## src/rtl/strided_copy_pkg.sv

```systemverilog
package strided_copy_pkg;

    typedef enum logic [1:0] {
        ST_IDLE  = 2'd0,
        ST_RUN   = 2'd1,
        ST_DRAIN = 2'd2
    } seq_state_e;

    // register word offsets
    localparam int OFS_SRC_BASE = 0;
    localparam int OFS_DST_BASE = 1;
    localparam int OFS_COUNT    = 2;
    localparam int OFS_SRC_GEOM = 3;
    localparam int OFS_DST_GEOM = 4;
    localparam int OFS_CTRL     = 5;
    localparam int OFS_START    = 6;
    localparam int OFS_STATUS   = 7;

    localparam int CTRL_MODE_BIT = 3;
    localparam int BASE_SHIFT    = 3;
    localparam int GEOM_SHIFT    = 4;

    typedef struct packed {
        logic [31:0] src_word;
        logic [31:0] dst_word;
        logic [31:0] count;
        logic [31:0] src_geom;
        logic [31:0] dst_geom;
        logic [31:0] ctrl;
    } cfg_regs_t;

endpackage

```

## src/rtl/strided_copy_regs.sv

```systemverilog
module strided_copy_regs
    import strided_copy_pkg::*;
#(
    parameter int ADDR_W = 32,
    parameter int REG_AW = 3,
    parameter int GEOM_W = 16,
    localparam int LEN_W = GEOM_W + GEOM_SHIFT
) (
    input  logic              clk,
    input  logic              rst_n,
    input  logic              reg_we,
    input  logic [REG_AW-1:0] reg_addr,
    input  logic [31:0]       reg_wdata,
    output logic [ADDR_W-1:0] base_o  [2],
    output logic [LEN_W-1:0]  width_o [2],
    output logic [LEN_W-1:0]  gap_o   [2],
    output logic [31:0]       count_o,
    output logic              mode_en_o,
    output logic              start_o,
    output logic              irq_clr_o
);

    cfg_regs_t cfg_d, cfg_q;

    always_comb begin
        cfg_d = cfg_q;
        if (reg_we) begin
            case (reg_addr)
                REG_AW'(OFS_SRC_BASE): cfg_d.src_word = reg_wdata;
                REG_AW'(OFS_DST_BASE): cfg_d.dst_word = reg_wdata;
                REG_AW'(OFS_COUNT):    cfg_d.count    = reg_wdata;
                REG_AW'(OFS_SRC_GEOM): cfg_d.src_geom = reg_wdata;
                REG_AW'(OFS_DST_GEOM): cfg_d.dst_geom = reg_wdata;
                REG_AW'(OFS_CTRL):     cfg_d.ctrl     = reg_wdata;
                default: ;
            endcase
        end
    end

    always_ff @(posedge clk or negedge rst_n) begin
        if (!rst_n) cfg_q <= '0;
        else        cfg_q <= cfg_d;
    end

    always_comb begin
        base_o[0]  = ADDR_W'(cfg_q.src_word) << BASE_SHIFT;
        base_o[1]  = ADDR_W'(cfg_q.dst_word) << BASE_SHIFT;
        width_o[0] = LEN_W'(cfg_q.src_geom[GEOM_W-1:0]) << GEOM_SHIFT;
        width_o[1] = LEN_W'(cfg_q.dst_geom[GEOM_W-1:0]) << GEOM_SHIFT;
        gap_o[0]   = LEN_W'(cfg_q.src_geom[2*GEOM_W-1:GEOM_W]) << GEOM_SHIFT;
        gap_o[1]   = LEN_W'(cfg_q.dst_geom[2*GEOM_W-1:GEOM_W]) << GEOM_SHIFT;
        count_o    = cfg_q.count;
        mode_en_o  = cfg_q.ctrl[CTRL_MODE_BIT];
        start_o    = reg_we && (reg_addr == REG_AW'(OFS_START));
        irq_clr_o  = reg_we && (reg_addr == REG_AW'(OFS_STATUS)) && reg_wdata[0];
    end

endmodule

```

## src/rtl/strided_copy_cursor.sv

```systemverilog
module strided_copy_cursor #(
    parameter int ADDR_W     = 32,
    parameter int LEN_W      = 20,
    parameter int BEAT_BYTES = 16
) (
    input  logic              clk,
    input  logic              rst_n,
    input  logic              load,
    input  logic              step,
    input  logic [ADDR_W-1:0] base,
    input  logic [LEN_W-1:0]  width,
    input  logic [LEN_W-1:0]  gap,
    output logic [ADDR_W-1:0] addr
);

    typedef struct packed {
        logic [ADDR_W-1:0] addr;
        logic [LEN_W-1:0]  left;
    } cur_t;

    cur_t cur_d, cur_q;

    always_comb begin
        cur_d = cur_q;
        if (load) begin
            cur_d.addr = base;
            cur_d.left = width;
        end else if (step) begin
            if (cur_q.left <= LEN_W'(BEAT_BYTES)) begin
                cur_d.left = width;
                cur_d.addr = cur_q.addr + ADDR_W'(BEAT_BYTES) + ADDR_W'(gap);
            end else begin
                cur_d.left = cur_q.left - LEN_W'(BEAT_BYTES);
                cur_d.addr = cur_q.addr + ADDR_W'(BEAT_BYTES);
            end
        end
    end

    always_ff @(posedge clk or negedge rst_n) begin
        if (!rst_n) cur_q <= '0;
        else        cur_q <= cur_d;
    end

    assign addr = cur_q.addr;


    row_live_chk: assert property (@(posedge clk) disable iff (!rst_n)
        (step && !load) |-> (cur_q.left != '0));

endmodule

```

## src/rtl/strided_copy_engine.sv

```systemverilog
module strided_copy_engine
    import strided_copy_pkg::*;
#(
    parameter int ADDR_W = 32,
    parameter int DATA_W = 128,
    parameter int REG_AW = 3,
    parameter int GEOM_W = 16,
    localparam int BEAT_BYTES = DATA_W / 8,
    localparam int LEN_W      = GEOM_W + GEOM_SHIFT
) (
    input  logic                  clk,
    input  logic                  rst_n,
    input  logic                  reg_we,
    input  logic [REG_AW-1:0]     reg_addr,
    input  logic [31:0]           reg_wdata,
    output logic                  busy,
    output logic                  irq,
    output logic                  mem_rd_en,
    output logic [ADDR_W-1:0]     mem_rd_addr,
    input  logic [DATA_W-1:0]     mem_rd_data,
    output logic                  mem_wr_en,
    output logic [ADDR_W-1:0]     mem_wr_addr,
    output logic [DATA_W-1:0]     mem_wr_data,
    output logic [BEAT_BYTES-1:0] mem_wr_strb
);

    typedef struct packed {
        seq_state_e            state;
        logic [31:0]           left;
        logic                  wr_en;
        logic [ADDR_W-1:0]     wr_addr;
        logic [BEAT_BYTES-1:0] wr_strb;
        logic                  irq;
    } seq_t;

    logic [ADDR_W-1:0] side_base  [2];
    logic [LEN_W-1:0]  side_width [2];
    logic [LEN_W-1:0]  side_gap   [2];
    logic [ADDR_W-1:0] side_addr  [2];
    logic [31:0]       count;
    logic              mode_en, start_req, irq_clr;
    logic              cur_load, cur_step;

    strided_copy_regs #(
        .ADDR_W (ADDR_W),
        .REG_AW (REG_AW),
        .GEOM_W (GEOM_W)
    ) u_regs (
        .clk       (clk),
        .rst_n     (rst_n),
        .reg_we    (reg_we),
        .reg_addr  (reg_addr),
        .reg_wdata (reg_wdata),
        .base_o    (side_base),
        .width_o   (side_width),
        .gap_o     (side_gap),
        .count_o   (count),
        .mode_en_o (mode_en),
        .start_o   (start_req),
        .irq_clr_o (irq_clr)
    );

    // side 0 walks the source, side 1 walks the destination
    for (genvar g = 0; g < 2; g++) begin : g_side
        strided_copy_cursor #(
            .ADDR_W     (ADDR_W),
            .LEN_W      (LEN_W),
            .BEAT_BYTES (BEAT_BYTES)
        ) u_cursor (
            .clk   (clk),
            .rst_n (rst_n),
            .load  (cur_load),
            .step  (cur_step),
            .base  (side_base[g]),
            .width (side_width[g]),
            .gap   (side_gap[g]),
            .addr  (side_addr[g])
        );
    end

    seq_t seq_d, seq_q;
    logic irq_set;
    logic empty_job;

    always_comb begin
        seq_d       = seq_q;
        seq_d.wr_en = 1'b0;
        cur_load    = 1'b0;
        cur_step    = 1'b0;
        mem_rd_en   = 1'b0;
        irq_set     = 1'b0;
        empty_job   = (count == '0) || (side_width[0] == '0) || (side_width[1] == '0);

        case (seq_q.state)
            ST_IDLE: begin
                if (start_req && mode_en) begin
                    if (empty_job) begin
                        irq_set = 1'b1;
                    end else begin
                        seq_d.state = ST_RUN;
                        seq_d.left  = count;
                        cur_load    = 1'b1;
                    end
                end
            end
            ST_RUN: begin
                mem_rd_en     = 1'b1;
                cur_step      = 1'b1;
                seq_d.wr_en   = 1'b1;
                seq_d.wr_addr = side_addr[1];
                for (int i = 0; i < BEAT_BYTES; i++) begin
                    seq_d.wr_strb[i] = (32'(i) < seq_q.left);
                end
                if (seq_q.left <= 32'(BEAT_BYTES)) begin
                    seq_d.left  = '0;
                    seq_d.state = ST_DRAIN;
                end else begin
                    seq_d.left  = seq_q.left - 32'(BEAT_BYTES);
                end
            end
            ST_DRAIN: begin
                seq_d.state = ST_IDLE;
                irq_set     = 1'b1;
            end
            default: seq_d.state = ST_IDLE;
        endcase

        if (irq_set)      seq_d.irq = 1'b1;
        else if (irq_clr) seq_d.irq = 1'b0;
    end

    always_ff @(posedge clk or negedge rst_n) begin
        if (!rst_n) seq_q <= '{state: ST_IDLE, default: '0};
        else        seq_q <= seq_d;
    end

    assign busy        = (seq_q.state != ST_IDLE);
    assign irq         = seq_q.irq;
    assign mem_rd_addr = side_addr[0];
    assign mem_wr_en   = seq_q.wr_en;
    assign mem_wr_addr = seq_q.wr_addr;
    assign mem_wr_strb = seq_q.wr_strb;
    assign mem_wr_data = mem_rd_data;


    wr_after_rd_chk: assert property (@(posedge clk) disable iff (!rst_n)
        mem_wr_en |-> $past(mem_rd_en));


    rd_needs_busy_chk: assert property (@(posedge clk) disable iff (!rst_n)
        mem_rd_en |-> busy);


    start_source_chk: assert property (@(posedge clk) disable iff (!rst_n)
        $rose(busy) |-> $past(reg_we && reg_addr == REG_AW'(OFS_START)));


    done_irq_chk: assert property (@(posedge clk) disable iff (!rst_n)
        $fell(busy) |-> irq);


    irq_hold_chk: assert property (@(posedge clk) disable iff (!rst_n)
        (irq && !irq_clr) |=> irq);


    strb_low_chk: assert property (@(posedge clk) disable iff (!rst_n)
        mem_wr_en |-> mem_wr_strb[0]);

endmodule

```

## config.mk

```make
export PLATFORM = sky130hd
export DESIGN_NAME = strided_copy_engine
export DESIGN_NICKNAME = d
export VERILOG_FILES = /design/src/rtl/strided_copy_pkg.sv /design/src/rtl/strided_copy_regs.sv /design/src/rtl/strided_copy_cursor.sv /design/src/rtl/strided_copy_engine.sv
export SDC_FILE = /design/constraint.sdc
export NUM_CORES = 1
export LEC_CHECK = 0
export BUFFER_PORTS_ARGS = -buffer_cell sky130_fd_sc_hd__buf_2
export CORE_UTILIZATION = 30
export DETAILED_ROUTE_END_ITERATION = 8
export GPL_TIMING_DRIVEN = 1
export PLACE_DENSITY = 0.57
export SLEW_MARGIN = 20
export SYNTH_ARGS = -nofsm -noshare
export SYNTH_HDL_FRONTEND = slang
export SYNTH_SLANG_ARGS = --single-unit
```

## constraint.sdc

```tcl
create_clock -name clk -period 6.93 [get_ports clk]
set_clock_uncertainty 0.2 [all_clocks]
set_input_delay 1.0395 -clock clk [delete_from_list [all_inputs] [get_ports clk]]
set_output_delay 1.0395 -clock clk [all_outputs]
set_load 0.1 [all_outputs]
```

# ---- Yosys cells after proc, flatten, opt, wreduce, memory -nomap -nowiden
# Index checks and enable logic that the tools add are counted.
dict set report classes {
  addsub 7
  multipliers 0
  div_mod_pow 0
  order_cmp 19
  eq_ne 12
  shifts 0
  n_mux 22
  bitwise 0
  reduce_logical 23
}
# operator n
set op_table {}
lappend op_table {{two-way mux 52 bit} 6}
lappend op_table {{< comparator 4 x 32 -> 1 bit (first input constant)} 8}
lappend op_table {{< comparator 3 x 32 -> 1 bit (first input constant)} 4}
lappend op_table {{two-way mux 34 bit} 2}
lappend op_table {{adder 32 x 20 -> 32 bit} 2}
lappend op_table {{adder 32 x 5 -> 32 bit (second input constant)} 2}
lappend op_table {{< comparator 1 x 32 -> 1 bit (first input constant)} 2}
lappend op_table {{< comparator 2 x 32 -> 1 bit (first input constant)} 2}
lappend op_table {{one-hot mux 32 bit (2 select lines)} 1}
lappend op_table {{two-way mux 49 bit} 1}
lappend op_table {{<= comparator 20 x 5 -> 1 bit (second input constant)} 2}
lappend op_table {{logical NOT 20 bit} 2}
lappend op_table {{subtractor 20 x 5 -> 20 bit (second input constant)} 2}
lappend op_table {{<= comparator 32 x 5 -> 1 bit (second input constant)} 1}
lappend op_table {{logical NOT 32 bit} 1}
lappend op_table {{two-way mux 32 bit} 1}
lappend op_table {{subtractor 32 x 5 -> 32 bit (second input constant)} 1}
lappend op_table {{equality test 3 bit (second input constant)} 4}
lappend op_table {{AND reduction 2 bit} 6}
lappend op_table {{two-way mux 1 bit} 8}
lappend op_table {{nonzero test 2 bit} 4}
lappend op_table {{equality test 3 x 2 -> 1 bit (second input constant)} 2}
lappend op_table {{!= test 2 bit (second input constant)} 3}
lappend op_table {{AND reduction 3 bit} 2}
lappend op_table {{10 further kinds} 14}
dict set report totals {
  reg_bits 346
  latchBits 0
  ramBits 0
  romBits 0
  input_bits 166
  output_inout_bits 212
  word_cells 99
  memories 0
}

# ---- Logic depth before layout (Yosys ltp)
# Gate-level depths: netlist (run 1).
dict set report logic_depth {
  ltp_word 7
  ltp_mapped 16
}

# ---- Cells and area by module
# A second synthesis (run 1) with hierarchy kept.
dict set report unflattened {
  hier_cells 2381
  area_unflattened_um2 21884.7
}
# module n_inst cells_each area_each_um2 seq_area_each_um2
set modules_own_cells {}
lappend modules_own_cells {strided_copy_regs 1 361 6068.3 3878.7}
lappend modules_own_cells {strided_copy_engine 1 654 5541.6 2102.0}
lappend modules_own_cells {{strided_copy_cursor at g_side[0].u_cursor} 1 707 5315.1 1301.2}
lappend modules_own_cells {{strided_copy_cursor at g_side[1].u_cursor} 1 659 4959.8 1301.2}

# ---- Worst setup path after synthesis (run 1)
# No wires, ideal clock.
dict set report synth_path {
  path_kind {reg2reg}
  from {register g_side[1].u_cursor.cur_q, in the netlist g_side[1].u_cursor.addr[4]}
  to {register g_side[1].u_cursor.cur_q, in the netlist g_side[1].u_cursor.addr[30]}
  t_arrival_ps 3227
  t_required_ps 6643
  setup_slack_ps 3416
  stages_incl_launch_ff 15
  path_buffers 0
  synth_period_minus_slack_ps 3514
  path_cell_list {dfrtp_1 ha_1 nand4_1 nor2_1 and3_2 xor2_1 ha_1 nand3_1 nor3_1 a22oi_1 a31oi_1 nand4_2 or4_4 a211o_1 o211ai_1}
}
dict set report synth_via {
  elab_chain_cells 5
}
# item line_no
set synth_lines {}
lappend synth_lines {{from (decl)} strided_copy_cursor.sv:21} ;# cur_t cur_d, cur_q;
lappend synth_lines {{from (signal assigned)} strided_copy_cursor.sv:41} ;# else cur_q <= cur_d;
lappend synth_lines {{adder 32 x 5 -> 32 bit (*)} {strided_copy_cursor.sv:31, strided_copy_cursor.sv:34}}
lappend synth_lines {{adder 32 x 20 -> 32 bit} strided_copy_cursor.sv:31} ;# cur_d.addr = cur_q.addr + ADDR_W'(BEAT_BYTES) + ADDR_W'(gap);
lappend synth_lines {{two-way mux 52 bit (*)} strided_copy_cursor.sv:29} ;# if (cur_q.left <= LEN_W'(BEAT_BYTES)) begin
lappend synth_lines {{two-way mux 52 bit (*)} strided_copy_cursor.sv:28} ;# end else if (step) begin
lappend synth_lines {{two-way mux 52 bit (*)} strided_copy_cursor.sv:25} ;# if (load) begin
# Mark *: on every way between the ends. The rest lies on a longest branch, timed or not. The select of a mux whose other input is x is not followed.
# A chain may end at the register's enable or synchronous reset.

# ---- Final worst setup path (run 1)
dict set report layout_path {
  from {register g_side[1].u_cursor.cur_q, in the netlist g_side[1].u_cursor.addr[5]}
  to {register g_side[1].u_cursor.cur_q, in the netlist g_side[1].u_cursor.addr[31]}
}
# Same word-level chain as after synthesis.

==> results of run 1 <==
## kinds of logic (layout without fill, tap and decap cells)
kind of cell	Yosys count	in the layout	synth area share [%]
muxes	163	163	9.53
AOI/OAI and AO/OA	473	473	15.2
buffers and inverters	337	238	10.7
other	1	7	0.0195
adders and majority gates	52	52	3.47
xor gates and xnor gates	77	77	3.51
DFF	326	326	42.5
and+or+nand+nor	584	584	15.0
## cell type report
| class | instances | area share (%) |
|---|---|---|
| diodes | 1 | 0.0123 |
| clock buffers | 50 | 5.19 |
| clock inverters | 21 | 1.04 |
| inverters | 37 | 0.682 |
| multi-input cells | 1355 | 44.3 |
| flip-flops and latches | 326 | 40.0 |
| well taps | 846 | 5.19 |
| repair buffers | 130 | 3.51 |
## layer usage
layer | vias up | part of all wire [%] | global-route usage, %
met1 | 7433 | 45 | 23.6
li1 | 6721 | - | -
met3 | 104 | 6.6 | 3.63
met5 | - | 0 | 0
met2 | 557 | 46 | 26.9
met4 | 0 | 3.0 | 6.64
## cell usage in the layout, fill, tap and decap left out, drive strengths merged, types with 50 or more instances in the layout
cell type	instances
ha	50
clkbuf	50
mux2	157
a21oi	102
buf	130
nor3	52
nand2	216
nor2	126
dfrtp	326
o21ai	185
## power groups by stage
| stage | Clock, mW | Sequential [mW] | Combinational [mW] |
|---|---|---|---|
| after floorplan | 0 | 2.42 | 1.77 |
| after global placement | 0 | 2.53 | 1.64 |
| after detailed placement | 0 | 2.54 | 1.68 |
| after CTS | 2.11 | 2.51 | 1.69 |
| after global routing | 2.19 | 2.55 | 1.84 |
| final | 2.06 | 2.51 | 1.69 |
## state kept, by name, summed over array words and instances, names as in the netlist
signal                 flops
u_regs.gap_o              32
irq                        1
u_regs.width_o            32
mem_wr_en                  1
seq_q                     34
mem_wr_addr               29
u_regs.count_o            32
g_side.u_cursor.cur_q     32
g_side.u_cursor.addr      58
u_regs.mode_en_o           1
u_regs.base_o             58
mem_wr_strb               16
## worst max-delay path, cell delays in order (launching register included)
cell and delay [ns]:
dfrtp_1 0.39, ha_1 0.25, nand4_1 0.18, nor2_1 0.56
and3_2 0.29, xor2_1 0.08, ha_1 0.39, o21ai_0 0.11
a21oi_1 0.19, o21ai_0 0.10, a31oi_1 0.29, o2111ai_1 0.30
nor4_1 0.33, a41oi_1 0.09, or3_1 0.33, nand3_1 0.08
## worst paths after layout
path | from | endpoint | slack (ns)
max in group asynchronous | rst_n | u_regs.gap_o[35] | 4.90
worst max register to register | g_side[1].u_cursor.addr[5] | g_side[1].u_cursor.addr[31] | 2.70
worst min-delay path | g_side[1].u_cursor.addr[3] | mem_wr_addr[3] | 0.27
worst max-delay path | g_side[1].u_cursor.addr[5] | g_side[1].u_cursor.addr[31] | 2.70
worst min register to register | g_side[1].u_cursor.addr[3] | mem_wr_addr[3] | 0.27
min in group asynchronous | rst_n | g_side[1].u_cursor.cur_q[4] | 0.36
==> summary.txt, run 1 <==
Clock tree
  • Cts hold-fix bufs: 0
  • Root Buffer: clkbuf_16
  • CTS tree: built
  • Clock transition at the registers of the reported paths: 0.06 ns
  • Postcts setup bufs: 0
  • Post-CTS sizing: 0
  • CTS buffer count: 39
  • # H-tree levels: 2
  • TritonCTS Sinks: 326
  • Worst-Skew Late Latency: 0.57 ns
  • CTS max path bufs: 3

Power and ir drop
  • Tot Pwr: 6.25 mW
  • P_leak: 8.18 nW
  • NetSw: 2.25 mW
  • Maximum VDD drop: 0.000136 V
  • Logic pwr share: 27.0%
  • Sequential share of power: 40.1%
  • Clock Power Share: 32.9%
  • Power per standard cell area: 307 nW/µm²
  • Sw Ratio: 35.9%
  • Internal Power: 4.01 mW

Worst setup path
  • CP endpoint kind: register
  • Kind of critical path: reg -> reg
  • FF-to-FF path depth: 15
  • CP Launch Type: register
  • Worst Path Max Fanout: 9
  • CP arrival: 4.52 ns
  • Required @ worst endpoint: 7.22 ns

Placed design
  • Worst slack at placement: 2.81 ns
  • # placed instances: 2694
  • Routability cong.: 0.930
  • PortBufs: 115
  • DPL Wire Length: 38600 µm
  • Dpl cell area: 19100 µm²

Global routing
  • First-pass GRT wire length: 87100 µm
  • Grt ovf: 0
  • Tot GR Track Use: 17.3%
  • Initial antenna violation count: 2
  • Vias in the first global route: 14600
  • Largest net degree at the start of global routing: 132

Floorplan
  • Starting Density: 30.4%
  • DIE WIDTH: 255 µm
  • CORE AREA: 63100 µm²
  • FP Rows: 92
  • Ports: 378
  • Die area: 65000 µm²
  • Die height: 255 µm

Synth
  • Synthesized instance count: 2013
  • Post-synth EDFFs: 0
  • Most frequent cell after synthesis: dfrtp_1
  • Synth cell types: 82
  • Register area share after synthesis: 42.5%
  • #FFs+latches synth: 326
  • Syn avg cell area: 9.53 µm²
  • Post-Syn Area: 19200 µm²
  • Share of synthesized registers carrying an async set or reset: 100%
  • Cell taking the most area after synthesis: dfrtp_1
  • Ranking of synthesized cells by area: dfrtp_1 43%, mux2_2 9.2%, buf_4 8.2%, o21ai_0 4.8%, nand2_1 4.2%
  • Ys flop type: dfrtp_1
  • Top post-synthesis cells by count: 326 x dfrtp_1, 216 x nand2_1, 209 x buf_4
  • Yosys top cell area share: 42.5%
  • Yosys warns: 0

Routing
  • First DRT Iteration DRCs: 1322
  • Mean number of vias per cell: 5.36
  • Via count: 14800
  • Final ANT Viol Nets: 0
  • Total iterations of the first detailed-routing run: 5
  • DRT Wirelength: 56200 µm
  • # DRC: 0
  • Wirelength per Cell: 20.3 µm

Status
  • Status: finished clean

Timing
  • Unrepaired setup endpoints after global routing: false
  • Post-route setup TNS: 0 ns
  • Hold WS: 0.271 ns
  • Worst setup margin: 2.70 ns
  • Final period util: 61.0%
  • Maximum clock frequency: 0.237 GHz
  • Hold Violations, Final: 0
  • Measured slew at the worst slew-check pin: 1.12 ns
  • Fin. max-slew vios: 0
  • Slew Limit Headroom: 25.4%
  • Final number of setup-violating endpoints: 0
  • Final min period: 4.23 ns

Finish
  • Share of post-route cells with drive strength above 1: 20.8%
  • Layout area overhead: 6.19%
  • Filler Cell Count: 6580
  • Register Area: 8160 µm²
  • Non-Filler Instances: 2766
  • Final core occ: 32.3%
  • Number of nets in the layout: 2107
  • Final Cell Area: 20400 µm²
  • Multi-input logic area: 9030 µm²

Min path
  • Hold crit path type: reg -> reg
  • Hold Path Stages: 2

Run
  • Max cap viols: 0
(Power assumes the default switching activity.)
==> run 2, diff against run 1 <==
- clock period: 6.93 -> 4.3 ns (I/O delays scaled with it)
==> run 2 against run 1 <==
Effect of this change:
- worst hold slack got worse by 0.057 ns
- utilization rose by 0.77 points
- sequential cell count did not move
- global-route usage rose by 0.13 points
- largest power group unchanged
- critical path type unchanged
- critical endpoint is now g_side[0].u_cursor.addr[28]
- die area did not move
- setup slack got worse by 2.5 ns
- highest routed layer is now met5
- count of clock-buffer cells in the layout fell by 2
- total power rose by 69%
==> summary.txt, run 2 (same netlist as run 1, synthesis figures left out) <==
Status
  • Status: finished clean

Timing
  • Maximum clock frequency: 0.247 GHz (+4.3%)
  • Final min period: 4.05 ns (-0.174 ns)
  • Final period util: 94.2% (+33 points)
  • Measured slew at the worst slew-check pin: 0.917 ns (-0.201 ns)
  • Final number of setup-violating endpoints: 0 (unchanged)
  • Fin. max-slew vios: 0 (unchanged)
  • Slew Limit Headroom: 38.7% (+13 points)
  • Worst setup margin: 0.247 ns (-2.46 ns)
  • Hold Violations, Final: 0 (unchanged)
  • Unrepaired setup endpoints after global routing: false
  • Post-route setup TNS: 0 ns (unchanged)

Worst setup path
  • FF-to-FF End: g_side[0].u_cursor.addr[28]
  • Worst-path cell chain: nand2_1 -> nor2_1 -> and3_1 -> xor2_1 -> ha_1 -> or2_2 -> o22a_1 -> a41oi_1 -> o21ai_0 -> a31o_2 -> nand2b_4 -> o32a_1 -> or3_1 -> nand3_1
  • CP Buf/Inv Count: 0 (unchanged)
  • Critical Path Max Stage Delay: 0.48 ns (-0.08 ns)
  • Worst R2R Start: g_side[0].u_cursor.addr[6]
  • Kind of critical path: reg -> reg
  • FF-to-FF setup slack: 0.25 ns (-2.46 ns)
  • FF-to-FF path depth: 14 (-1)
  • CP Launch Type: register
  • CP endpoint kind: register
  • Critical path's top delay family: compound AO/OA/AOI/OAI gates
  • CP arrival: 4.35 ns (-0.17 ns)
  • Required @ worst endpoint: 4.60 ns (-2.62 ns)
  • Worst Path Max Fanout: 7 (-2)
  • CP max-delay cell: dfrtp_1

Placed design
  • DPL Wire Length: 39700 µm (+2.8%)
  • Routability cong.: 0.918 (-1.3%)
  • PortBufs: 115 (unchanged)
  • Worst slack at placement: 0.221 ns (-2.59 ns)

Finish
  • Layout area overhead: 8.71%
  • Filler Cell Count: 6539 (-0.62%)
  • Most frequent cells in the layout: 326 x dfrtp_1, 216 x nand2_1, 183 x o21ai_0
  • Share of post-route cells with drive strength above 1: 22.2% (+1.4 points)
  • Number of nets in the layout: 2132 (+1.2%)
  • Commonest non-fill, non-tap cell in the layout: dfrtp_1

Global routing
  • Initial antenna violation count: 6 (+4)
  • Tot GR Track Use: 17.5% (+0.13 points)
  • Vias in the first global route: 14500 (-0.76%)
  • Largest net degree at the start of global routing: 119 (-9.8%)
  • First-pass GRT wire length: 87000 µm (-0.10%)
  • Grt ovf: 0 (unchanged)

Floorplan
  • DIE WIDTH: 255 µm (unchanged)
  • Die area: 65000 µm² (unchanged)
  • FP Rows: 92 (unchanged)
  • Die height: 255 µm (unchanged)
  • Ports: 378 (unchanged)
  • Starting Density: 30.4% (unchanged)
  • CORE AREA: 63100 µm² (unchanged)

Power and ir drop
  • P_leak: 8.44 nW (+3.2%)
  • Power per standard cell area: 507 nW/µm² (+65%)
  • Tot Pwr: 10.6 mW (+69%)
  • Maximum VDD drop: 0.000261 V (+91%)

Routing
  • Final ANT Viol Nets: 0 (unchanged)
  • # DRC: 0 (unchanged)
  • Mean number of vias per cell: 5.31 (-0.78%)
  • Via count: 14900 (+0.26%)
  • Total iterations of the first detailed-routing run: 7 (+2)
  • DRT Wirelength: 56900 µm (+1.1%)
  • Wirelength per Cell: 20.3 µm (about the same)
  • First DRT Iteration DRCs: 1273 (-3.7%)

Min path
  • Hold_sp: reg_wdata[31]
  • Worst hold path endpoint: u_regs.count_o[31]
  • Hold crit path type: in -> reg
  • Hold Path Stages: 2 (unchanged)

Clock tree
  • CTS max path bufs: 3 (unchanged)
  • CTS buffer count: 40 (+2.6%)
  • Root Buffer: clkbuf_16
  • Clock transition at the registers of the reported paths: 0.06 ns (about the same)
  • Postcts setup bufs: 0 (unchanged)
  • Worst-Skew Late Latency: 0.57 ns (about the same)
  • CTS tree: built
  • # H-tree levels: 2 (unchanged)
  • TritonCTS Sinks: 326 (unchanged)

Run
  • Max cap viols: 0 (unchanged)
==> run 2: cell count changes in the layout (fill, tap and decap cells not counted), moves of 3 or more <==
cell,before,now
clkbuf_1,7,2
buf_4,13,31
clkinvlp_4,6,2
buf_12,1,7
diode_2,1,4
bufinv_16,3,9
==> run 2: report_power, final <==
part,internal [mW],switching (mW),leakage (nW)
Clock,2.38,1.41,0.728
Sequential,3.54,0.510,3.76
Combinational,0.994,1.74,3.95
==> run 2: worst max path at each step <==
stage,start,endpoint,slack [ns],cells after the start
after global routing,g_side[0].u_cursor.addr[4],g_side[0].u_cursor.addr[29],0.002,14
after global placement,g_side[0].u_cursor.addr[4],g_side[0].u_cursor.addr[29],0.38,14
after CTS,g_side[0].u_cursor.addr[4],g_side[0].u_cursor.addr[29],0.20,14
final,g_side[0].u_cursor.addr[6],g_side[0].u_cursor.addr[28],0.25,14
after floorplan,g_side[1].u_cursor.addr[4],g_side[1].u_cursor.addr[30],0.79,14
after detailed placement,g_side[0].u_cursor.addr[4],g_side[0].u_cursor.addr[29],0.22,14
==> run 2: cell type report <==
class	count	area [µm²]	area share [%]
timing repair buffer	154	968	4.64
inverter	37	139	0.666
clock buffer	48	1100	5.28
clock inverter	25	374	1.79
sequential	326	8160	39.1
tap	846	1060	5.07
antenna	4	10.0	0.0480
multi-input combinational	1355	9050	43.4
==> run 2: metrics by stage <==
stage	hold slack (ns)	cells	cell area (µm²)	util (%)
after global placement	0.260	2717	19400	30.7
final	0.214	2795	20900	33.1
after CTS	0.183	2791	20800	33.0
after detailed placement	0.258	2717	19400	30.7
after floorplan	0.149	2018	19200	-
after global routing	0.205	2792	20900	33.1
==> run 2: per-layer routing <==
metal	vias up	track usage [%]	share of wire, %	wire length, µm
met4	2	6.79	3.1	1790
li1	6812	-	-	-
met2	572	27.6	46	26200
met3	105	3.76	7.2	4100
met1	7363	23.2	44	24800
met5	-	0	0.018	10
==> run 2: what timing repair did <==
item | CTS | global route
hold endpoints to repair | 95 | 0
hold buffers | 1 | 0
setup endpoints to repair | 0 | 8
gates resized for setup | 0 | 4
